<file path="src/rtl/spi_chain_pkg.sv">
package spi_chain_pkg;

    localparam int unsigned FRAME_BITS = 20;

    typedef enum logic [1:0] {
        ST_IDLE   = 2'd0,
        ST_ACTIVE = 2'd1,
        ST_COMMIT = 2'd2
    } link_state_e;

endpackage

</file>
<file path="src/rtl/spi_pin_filter.sv">
module spi_pin_filter #(
    parameter int unsigned FILT_CYCLES = 2,
    parameter logic        RESET_VAL   = 1'b0
) (
    input  logic clk,
    input  logic rst_n,
    input  logic pin,
    output logic level
);
    localparam int unsigned CW = (FILT_CYCLES < 2) ? 1 : $clog2(FILT_CYCLES + 1);
    localparam logic [CW-1:0] LAST = CW'(FILT_CYCLES - 1);

    logic [1:0]    sync_q;
    logic [CW-1:0] hold_q;

    always_ff @(posedge clk or negedge rst_n) begin
        if (!rst_n) begin
            sync_q <= {2{RESET_VAL}};
            hold_q <= '0;
            level  <= RESET_VAL;
        end else begin
            sync_q <= {sync_q[0], pin};
            if (sync_q[1] == level) begin
                hold_q <= '0;
            end else if (hold_q == LAST) begin
                level  <= sync_q[1];
                hold_q <= '0;
            end else begin
                hold_q <= hold_q + 1'b1;
            end
        end
    end

    // the filtered level moves only after a full run of differing samples
    assert_filter_min_width_R9: assert property (@(posedge clk) disable iff (!rst_n)
        !$stable(level) |-> ($past(hold_q) == LAST));

endmodule

</file>
<file path="src/rtl/spi_chain_core.sv">
module spi_chain_core
    import spi_chain_pkg::*;
#(
    parameter int unsigned WIDTH = FRAME_BITS
) (
    input  logic             clk,
    input  logic             rst_n,
    input  logic             sck_f,
    input  logic             sdi_f,
    input  logic             csn_f,
    input  logic [WIDTH-1:0] status_word,
    output logic             sdo,
    output logic [WIDTH-1:0] cmd_word,
    output logic             cmd_valid
);
    localparam int unsigned CNT_W = $clog2(WIDTH + 1);
    localparam logic [CNT_W-1:0] FULL = CNT_W'(WIDTH);

    link_state_e      state_q, state_d;
    logic             sck_prev_q;
    logic [WIDTH-1:0] shreg_q;
    logic [CNT_W-1:0] bit_cnt_q;
    logic             sck_rise, sck_fall;

    assign sck_rise = sck_f & ~sck_prev_q;
    assign sck_fall = ~sck_f & sck_prev_q;

    // state register
    always_ff @(posedge clk or negedge rst_n) begin
        if (!rst_n) state_q <= ST_IDLE;
        else        state_q <= state_d;
    end

    // transitions: select, deselect, retire
    always_comb begin
        state_d = state_q;
        unique case (state_q)
            ST_IDLE:   if (!csn_f) state_d = ST_ACTIVE;
            ST_ACTIVE: if (csn_f)  state_d = ST_COMMIT;
            ST_COMMIT: state_d = ST_IDLE;
            default:   state_d = ST_IDLE;
        endcase
    end

    // datapath and outputs
    always_ff @(posedge clk or negedge rst_n) begin
        if (!rst_n) begin
            sck_prev_q <= 1'b0;
            shreg_q    <= '0;
            bit_cnt_q  <= '0;
            sdo        <= 1'b0;
            cmd_word   <= '0;
            cmd_valid  <= 1'b0;
        end else begin
            sck_prev_q <= sck_f;
            cmd_valid  <= 1'b0;
            unique case (state_q)
                ST_IDLE: begin
                    bit_cnt_q <= '0;
                    if (!csn_f) begin
                        shreg_q <= status_word;
                        sdo     <= status_word[WIDTH-1];
                    end else begin
                        sdo     <= 1'b0;
                    end
                end
                ST_ACTIVE: begin
                    if (!csn_f) begin
                        if (sck_rise) begin
                            shreg_q <= {shreg_q[WIDTH-2:0], sdi_f};
                            if (bit_cnt_q != FULL) bit_cnt_q <= bit_cnt_q + 1'b1;
                        end
                        if (sck_fall) sdo <= shreg_q[WIDTH-1];
                    end
                end
                ST_COMMIT: begin
                    if (bit_cnt_q == FULL) begin
                        cmd_word  <= shreg_q;
                        cmd_valid <= 1'b1;
                    end
                    bit_cnt_q <= '0;
                    sdo       <= 1'b0;
                end
                default: begin
                    bit_cnt_q <= '0;
                    sdo       <= 1'b0;
                end
            endcase
        end
    end

    // a rising serial clock edge while selected brings the data bit into bit 0
    assert_shift_in_R2: assert property (@(posedge clk) disable iff (!rst_n)
        (state_q == ST_ACTIVE && !csn_f && sck_rise) |=> (shreg_q[0] == $past(sdi_f)));

    // the strobe lasts one cycle
    assert_valid_pulse_R6: assert property (@(posedge clk) disable iff (!rst_n)
        cmd_valid |=> !cmd_valid);

    // the strobe only follows the commit state
    assert_valid_after_commit_R6: assert property (@(posedge clk) disable iff (!rst_n)
        cmd_valid |-> ($past(state_q) == ST_COMMIT));

    // the command word changes only together with the strobe
    assert_cmd_hold_R7: assert property (@(posedge clk) disable iff (!rst_n)
        !cmd_valid |-> $stable(cmd_word));

    // the count is zero while deselected
    assert_cnt_clear_R8: assert property (@(posedge clk) disable iff (!rst_n)
        (state_q == ST_IDLE) |-> (bit_cnt_q == '0));

    // the output stays low through a deselected stretch
    assert_sdo_idle_R8: assert property (@(posedge clk) disable iff (!rst_n)
        (state_q == ST_IDLE && $past(state_q) == ST_IDLE) |-> !sdo);

endmodule

</file>
<file path="src/rtl/spi_chain_slave.sv">
module spi_chain_slave
    import spi_chain_pkg::*;
#(
    parameter int unsigned WIDTH       = FRAME_BITS,
    parameter int unsigned FILT_CYCLES = 2
) (
    input  logic             clk,
    input  logic             rst_n,
    input  logic             sck_pin,
    input  logic             sdi_pin,
    input  logic             csn_pin,
    input  logic [WIDTH-1:0] status_word,
    output logic             sdo,
    output logic [WIDTH-1:0] cmd_word,
    output logic             cmd_valid
);
    localparam int unsigned NPINS = 3;
    localparam logic [NPINS-1:0] PIN_RESET = 3'b100; // {csn, sdi, sck}

    logic [NPINS-1:0] raw_pins;
    logic [NPINS-1:0] filt_pins;

    assign raw_pins = {csn_pin, sdi_pin, sck_pin};

    for (genvar g = 0; g < NPINS; g++) begin : g_pin
        spi_pin_filter #(
            .FILT_CYCLES (FILT_CYCLES),
            .RESET_VAL   (PIN_RESET[g])
        ) u_filt (
            .clk   (clk),
            .rst_n (rst_n),
            .pin   (raw_pins[g]),
            .level (filt_pins[g])
        );
    end

    spi_chain_core #(
        .WIDTH (WIDTH)
    ) u_core (
        .clk         (clk),
        .rst_n       (rst_n),
        .sck_f       (filt_pins[0]),
        .sdi_f       (filt_pins[1]),
        .csn_f       (filt_pins[2]),
        .status_word (status_word),
        .sdo         (sdo),
        .cmd_word    (cmd_word),
        .cmd_valid   (cmd_valid)
    );

endmodule

</file>
<file path="config.mk">
export PLATFORM = sky130hd
export DESIGN_NAME = spi_chain_slave
export DESIGN_NICKNAME = d
export VERILOG_FILES = /design/src/rtl/spi_chain_pkg.sv /design/src/rtl/spi_pin_filter.sv /design/src/rtl/spi_chain_core.sv /design/src/rtl/spi_chain_slave.sv
export SDC_FILE = /design/constraint.sdc
export NUM_CORES = 1
export LEC_CHECK = 0
export BUFFER_PORTS_ARGS = -buffer_cell sky130_fd_sc_hd__buf_4
export CAP_MARGIN = 20
export CORE_MARGIN = 5
export CORE_UTILIZATION = 59
export CTS_CLUSTER_DIAMETER = 50
export DETAILED_ROUTE_END_ITERATION = 8
export GPL_TIMING_DRIVEN = 0
export PLACE_DENSITY = 0.83
export SLEW_MARGIN = 20
export SYNTH_ARGS = -nofsm -noshare
export SYNTH_HDL_FRONTEND = slang
export SYNTH_SLANG_ARGS = --single-unit
</file>
<file path="constraint.sdc">
create_clock -name clk -period 3.3 [get_ports clk]
set_clock_uncertainty 0.15 [all_clocks]
set_input_delay 0.495 -clock clk [delete_from_list [all_inputs] [get_ports clk]]
set_output_delay 0.495 -clock clk [all_outputs]
set_load 0.05 [all_outputs]
</file>
; ---- Yosys cells after proc, flatten, opt, wreduce, memory -nomap -nowiden
; Cells that the tools add are included.
[op_classes]
n_bitwise = 7
eq_ne = 16
n_mux = 23
n_addsub = 4
n_reduce_logical = 10
[op_table]
columns = operator, count
row1 = $mux W20, 3
row2 = $pmux W20 S2, 1
row3 = $mux W5, 4
row4 = $mux W2, 8
row5 = $reduce_and A2 Y1, 6
row6 = $eq A2 B1 Y1 const B, 4
row7 = $add A2 B1 Y2 const B, 3
row8 = $ne A2 B1 Y1 const B, 3
row9 = $ne A2 B2 Y1 const B, 3
row10 = $add A5 B1 Y5 const B, 1
row11 = $eq A5 B5 Y1 const B, 1
row12 = $mux W1, 5
row13 = $ne A5 B5 Y1 const B, 1
row14 = $not A1 Y1, 5
row15 = $pmux W2 S2, 1
row16 = $reduce_and A4 Y1, 1
row17 = $eq A1 B1 Y1, 3
row18 = $reduce_and A3 Y1, 1
row19 = $and A1 B1 Y1, 2
row20 = $eq A2 B2 Y1 const B, 1
row21 = $logic_not A2 Y1, 1
row22 = $pmux W1 S2, 1
row23 = $reduce_bool A2 Y1, 1
[word_totals]
out_inout_bits = 22
in_bits = 25
reg_bits = 65
elab_cells = 76

; ---- Depth between registers and ports, before layout
[logic_depth]
depth_word = 5
ltp_mapped = 6
depth_no_buf = 5

; ---- Cells and area by module
; A second synthesis with hierarchy kept.
[unflattened]
hier_cells = 186
area_unflattened_um2 = 2885.3
[by_module_without_submodules]
columns = module, cells_each, seq_area_each_um2, instances, area_per_inst_um2
row1 = spi_chain_core, 156, 1251.2, 1, 2359.8
row2 = spi_pin_filter at g_pin[0].u_filt ..., 10, 125.1, 2, 173.9
row3 = spi_pin_filter at g_pin[2].u_filt, 10, 128.9, 1, 177.7

; ---- Worst setup path before layout
; Ideal clock, no wire load.
[synth_timing]
kind = register to register
start = register u_core.bit_cnt_q[0]
end = register u_core.cmd_word[0]
path_buffers = 1
required_ns = 3.025
stages_incl_launch_ff = 7
synth_period_minus_slack_ns = 1.788
setup_ns = 0.125
arrival_time_ns = 1.514
slack_ns = 1.512
cell_sequence = dfrtp_1 -> inv_1 -> ha_1 -> nand4b_4 -> nor3b_4 -> buf_6 -> mux2_2
[synth_via]
elab_chain_len = 2
[synth_rtl]
columns = element, line_no
row1 = from (decl), spi_chain_core.sv:22  ; logic [CNT_W-1:0] bit_cnt_q;
row2 = from (signal assigned), spi_chain_core.sv:71  ; if (bit_cnt_q != FULL) bit_cnt_q <= bit_cnt_q + 1'b1;
row3 = $eq A5 B5 Y1, spi_chain_core.sv:77  ; if (bit_cnt_q == FULL) begin
row4 = $reduce_and A2 Y1 (no line), n/a
row5 = to (signal assigned), spi_chain_core.sv:78  ; cmd_word <= shreg_q;
row6 = to (decl), spi_chain_core.sv:13  ; output logic [WIDTH-1:0] cmd_word,
; No other way between the ends.
; A chain may end at the register's enable or synchronous reset.

; ---- Final worst setup path
[layout_timing]
start = register u_core.bit_cnt_q[0]
end = register u_core.cmd_word[15]
; Same word-level chain as after synthesis.

==> metrics.log <==
[metrics] outcome: complete, no violations
[metrics] internal cell power: just under 2 mW
[metrics] number of setup violations in the final report: 0
[metrics] leading post-synthesis cells by cell area: dfrtp_1 56%, mux2_2 24%, dfstp_2 2.9%, buf_6 1.6%, mux2_1 1.2%
[metrics] Skew-Pair Late Insertion Delay: around 330 ps
[metrics] hold buffer count at CTS: 0
[metrics] Chip Height: roughly 80 um
[metrics] detailed placer's ending HPWL: roughly 3600 um
[metrics] cell area after layout: between 3000 and 4000 um^2
[metrics] placeable core area: 4440 um^2
[metrics] setup TNS: 0 ps
[metrics] synthesized-area fraction occupied by xor and xnor cells: less than 1%
[metrics] via/cell ratio: ~5.5
[metrics] Max H-tree Level: 3
[metrics] Initial Util: between 60% and 70%
[metrics] Slew Limit Headroom: 47.9%
[metrics] overall die width: 78.4 um
[metrics] WHS: between 90 and 100 ps
[metrics] Least-Margin Pin Slew: around 780 ps
[metrics] adder and majority gate portion of the synthesized area: less than 1%
[metrics] switch share: roughly 30%
[metrics] CTS tree: built
[metrics] Synthesis Warnings: 0
[metrics] instance area after placement: approximately 3200 um^2
[metrics] DR pass1 iterations: 4
[metrics] EDFF count, synth: 0
[metrics] static power due to leakage: about 1.6 nW
[metrics] wire length of the first global-routing pass: 8580 um
[metrics] reg2reg path depth: 6
[metrics] max-capacitance violation count: 0
[metrics] global placement routability congestion: 0.748
[metrics] start-to-end type of the worst setup path: reg -> reg
[metrics] synth-to-layout area growth: 22.4%
[metrics] clock tree sinks: between 60 and 70
[metrics] worst endpoint required time: about 3400 ps
[metrics] via count of the first global-routing pass: about 1800
[metrics] area fraction in compound gates after synthesis: under 10%
[metrics] power density over cell area: approximately 830 nW/um^2
[metrics] post-cts gate resize count: 0
[metrics] most frequent cell after synthesis: dfrtp_1
[metrics] net total in the final layout: 269
[metrics] antenna-violating nets left: 0
[metrics] max-slew violation count: 0
[metrics] drt total wl: 4960 um
[metrics] CP Max Fanout: 10
[metrics] most used standard cells in the synthesized netlist: 62 x dfrtp_1, 59 x mux2_2, 6 x nor2_1
[metrics] reported net switching power: around 0.83 mW
[metrics] number of buffers inserted during clock tree synthesis: 9
[metrics] share of synthesized area spent on multiplexers: 26.0%
[metrics] Routed wire per std cell: ~17 um
[metrics] fin crit share: about three fifths
[metrics] flop-to-flop setup slack: 1350 ps
[metrics] Mapped Cells: 185
[metrics] Clk Tree Root Cell: clkbuf_8
[metrics] relative contribution of sequential cells to total power: 42.3%
[metrics] fin crit period: roughly 2000 ps
[metrics] DRC violation total after the first TritonRoute iteration: 52
[metrics] clock-pin slew of the registers on the worst-case setup and hold paths: roughly 70 ps
[metrics] io pins: 47
[metrics] IR drop worst, VDD: 441 uV
[metrics] DRC Markers: 0
[metrics] path category of the worst min-delay check: in -> async
[metrics] post-synthesis sequential area ratio: between 50% and 60%
[metrics] number of antenna cells inserted: 0
[metrics] pin count of the biggest net entering global routing: 66
[metrics] nets in the synthesized netlist: between 200 and 250
[metrics] overall die area: between 6000 and 7000 um^2
[metrics] fmax: slightly above 500 MHz
[metrics] count of endpoints failing hold in the final timing report: 0
[metrics] number of I/O port buffers: 46
[metrics] cell type with the highest aggregate area in the netlist: dfrtp_1
[metrics] type of destination of the critical path: flop
[metrics] combinational power share: 33.2%
[metrics] number of antenna violations at the first check in global routing: 0
[metrics] cell area after synthesis: 2760 um^2
[metrics] simple-gate share of the synthesized area: a little under 8%
[metrics] count of state elements after synthesis: 65
[metrics] ratio of cells with drive above 1 in the final layout: 53.8%
[metrics] count of vias placed by the detailed router: between 1500 and 2000
[metrics] share of Yosys cell area claimed by the top area cell type: a little under three fifths
[metrics] FP Rows: 24
[metrics] largest family of logic cells by synthesized area: multiplexers
[metrics] power share of the clock group: between 20% and 30%
[metrics] average cell area after synthesis: approximately 15 um^2
[metrics] element type at the critical path start: flop
[metrics] RSZ-0062 raised after global routing: no
[metrics] GRT Overall Usage: between 10% and 20%
[metrics] synth unique cells: 33
[metrics] most instantiated flip-flop cell in the synthesis netlist: dfrtp_1
[metrics] GRT Residual Overflow: 0
[metrics] async set-reset flop share out of synthesis: 100%
[metrics] Max Root-Sink Buffers: 2
[metrics] worst path arrival time: slightly above 2000 ps
[metrics] post-CTS setup buffer count: 0
==> power groups by stage <==
stage	combinational, mW	clock (mW)	sequential (mW)
2_1_floorplan	0.752	0	1.17
3_3_place_gp	0.899	0	1.18
3_5_place_dp	0.946	0	1.20
4_1_cts	0.951	0.703	1.19
5_1_grt	1.03	0.743	1.22
6_report	0.932	0.686	1.19
==> worst max-delay path, stage by stage, from the launching register on <==
cell	delay (ps)
dfrtp_1	410
inv_1	90
ha_1	210
nand4b_4	150
nor3b_4	280
buf_6	200
mux2_2	350
==> metrics by stage <==
| stage | utilization, % | setup WS [ps] | power [mW] | std cells |
|---|---|---|---|---|
| after floorplan | - | 1510 | 1.92 | 185 |
| after global placement | 71.4 | 1400 | 2.08 | 283 |
| after detailed placement | 71.4 | 1350 | 2.15 | 283 |
| after CTS | 76.1 | 1340 | 2.84 | 299 |
| after global routing | 76.1 | 1260 | 2.99 | 299 |
| final | 76.1 | 1350 | 2.80 | 299 |
==> path summary, 6_finish.rpt <==
| path | from | endpoint |
|---|---|---|
| max | u_core.bit_cnt_q[0] | u_core.cmd_word[15] |
| min | rst_n | g_pin[2].u_filt.hold_q[0] |
| max reg2reg | u_core.bit_cnt_q[0] | u_core.cmd_word[15] |
| min reg2reg | g_pin[1].u_filt.sync_q[0] | g_pin[1].u_filt.sync_q[1] |
| max in group asynchronous | rst_n | u_core.cmd_word[14] |
| min in group clk | csn_pin | g_pin[2].u_filt.sync_q[0] |
==> layer usage <==
metal / up-vias / routed length, um / track usage (%)
li1: 778 / - / -
met1: 833 / 2030 / 21.9
met2: 40 / 2550 / 30.8
met3: 7 / 302 / 5.72
met4: 0 / 77 / 9.44
met5: - / 0 / 0
==> registers in the layout, indices dropped and copies added, names as in the netlist <==
register and flops:
u_core.sdo 1, u_core.sck_prev_q 1, u_core.state_q 2, u_core.shreg_q 20, u_core.cmd_word 20, u_core.cmd_valid 1
g_pin.u_filt.sync_q 6, u_core.bit_cnt_q 5, g_pin.u_filt.level 3, g_pin.u_filt.hold_q 6
==> area by class of cell <==
class                           count  area (um^2)
Sequential cell                    65         1630
Fill cell                         287         1060
Multi-Input combinational cell    110         1060
Timing Repair Buffer               46          345
Clock buffer                       14          173
Tap cell                           52         65.1
Buffer                              6         57.6
Clock inverter                      2         35.0
Inverter                            4         15.0
==> placed cells by master (no fill, tap or decap), types with 2 or more instances in the layout <==
| cell | Yosys | final |
|---|---|---|
| a21oi_1 | 4 | 4 |
| and2_1 | 2 | 2 |
| buf_4 | 1 | 47 |
| buf_6 | 4 | 4 |
| clkbuf_1 | 0 | 2 |
| clkbuf_8 | 0 | 12 |
| dfrtp_1 | 62 | 62 |
| dfstp_2 | 3 | 3 |
| ha_1 | 2 | 2 |
| inv_1 | 4 | 4 |
| mux2_1 | 3 | 3 |
| mux2_2 | 59 | 59 |
| mux2i_1 | 2 | 2 |
| nand2b_1 | 4 | 4 |
| nand3_1 | 4 | 4 |
| nor2_1 | 6 | 6 |
| nor2b_1 | 2 | 2 |
| nor3_1 | 2 | 2 |
| nor3b_1 | 2 | 2 |
| o21ai_0 | 2 | 2 |
| xnor2_1 | 3 | 3 |
==> kinds of logic (layout without fill, tap and decap cells) <==
logic type	Yosys count	count (layout)
simple gates	30	30
flops	65	65
buf+inv	10	72
xor+xnor	3	3
mux	64	64
fa+ha+maj	2	2
compound gates	11	11
No activity file was read; power rests on OpenSTA's default activity.
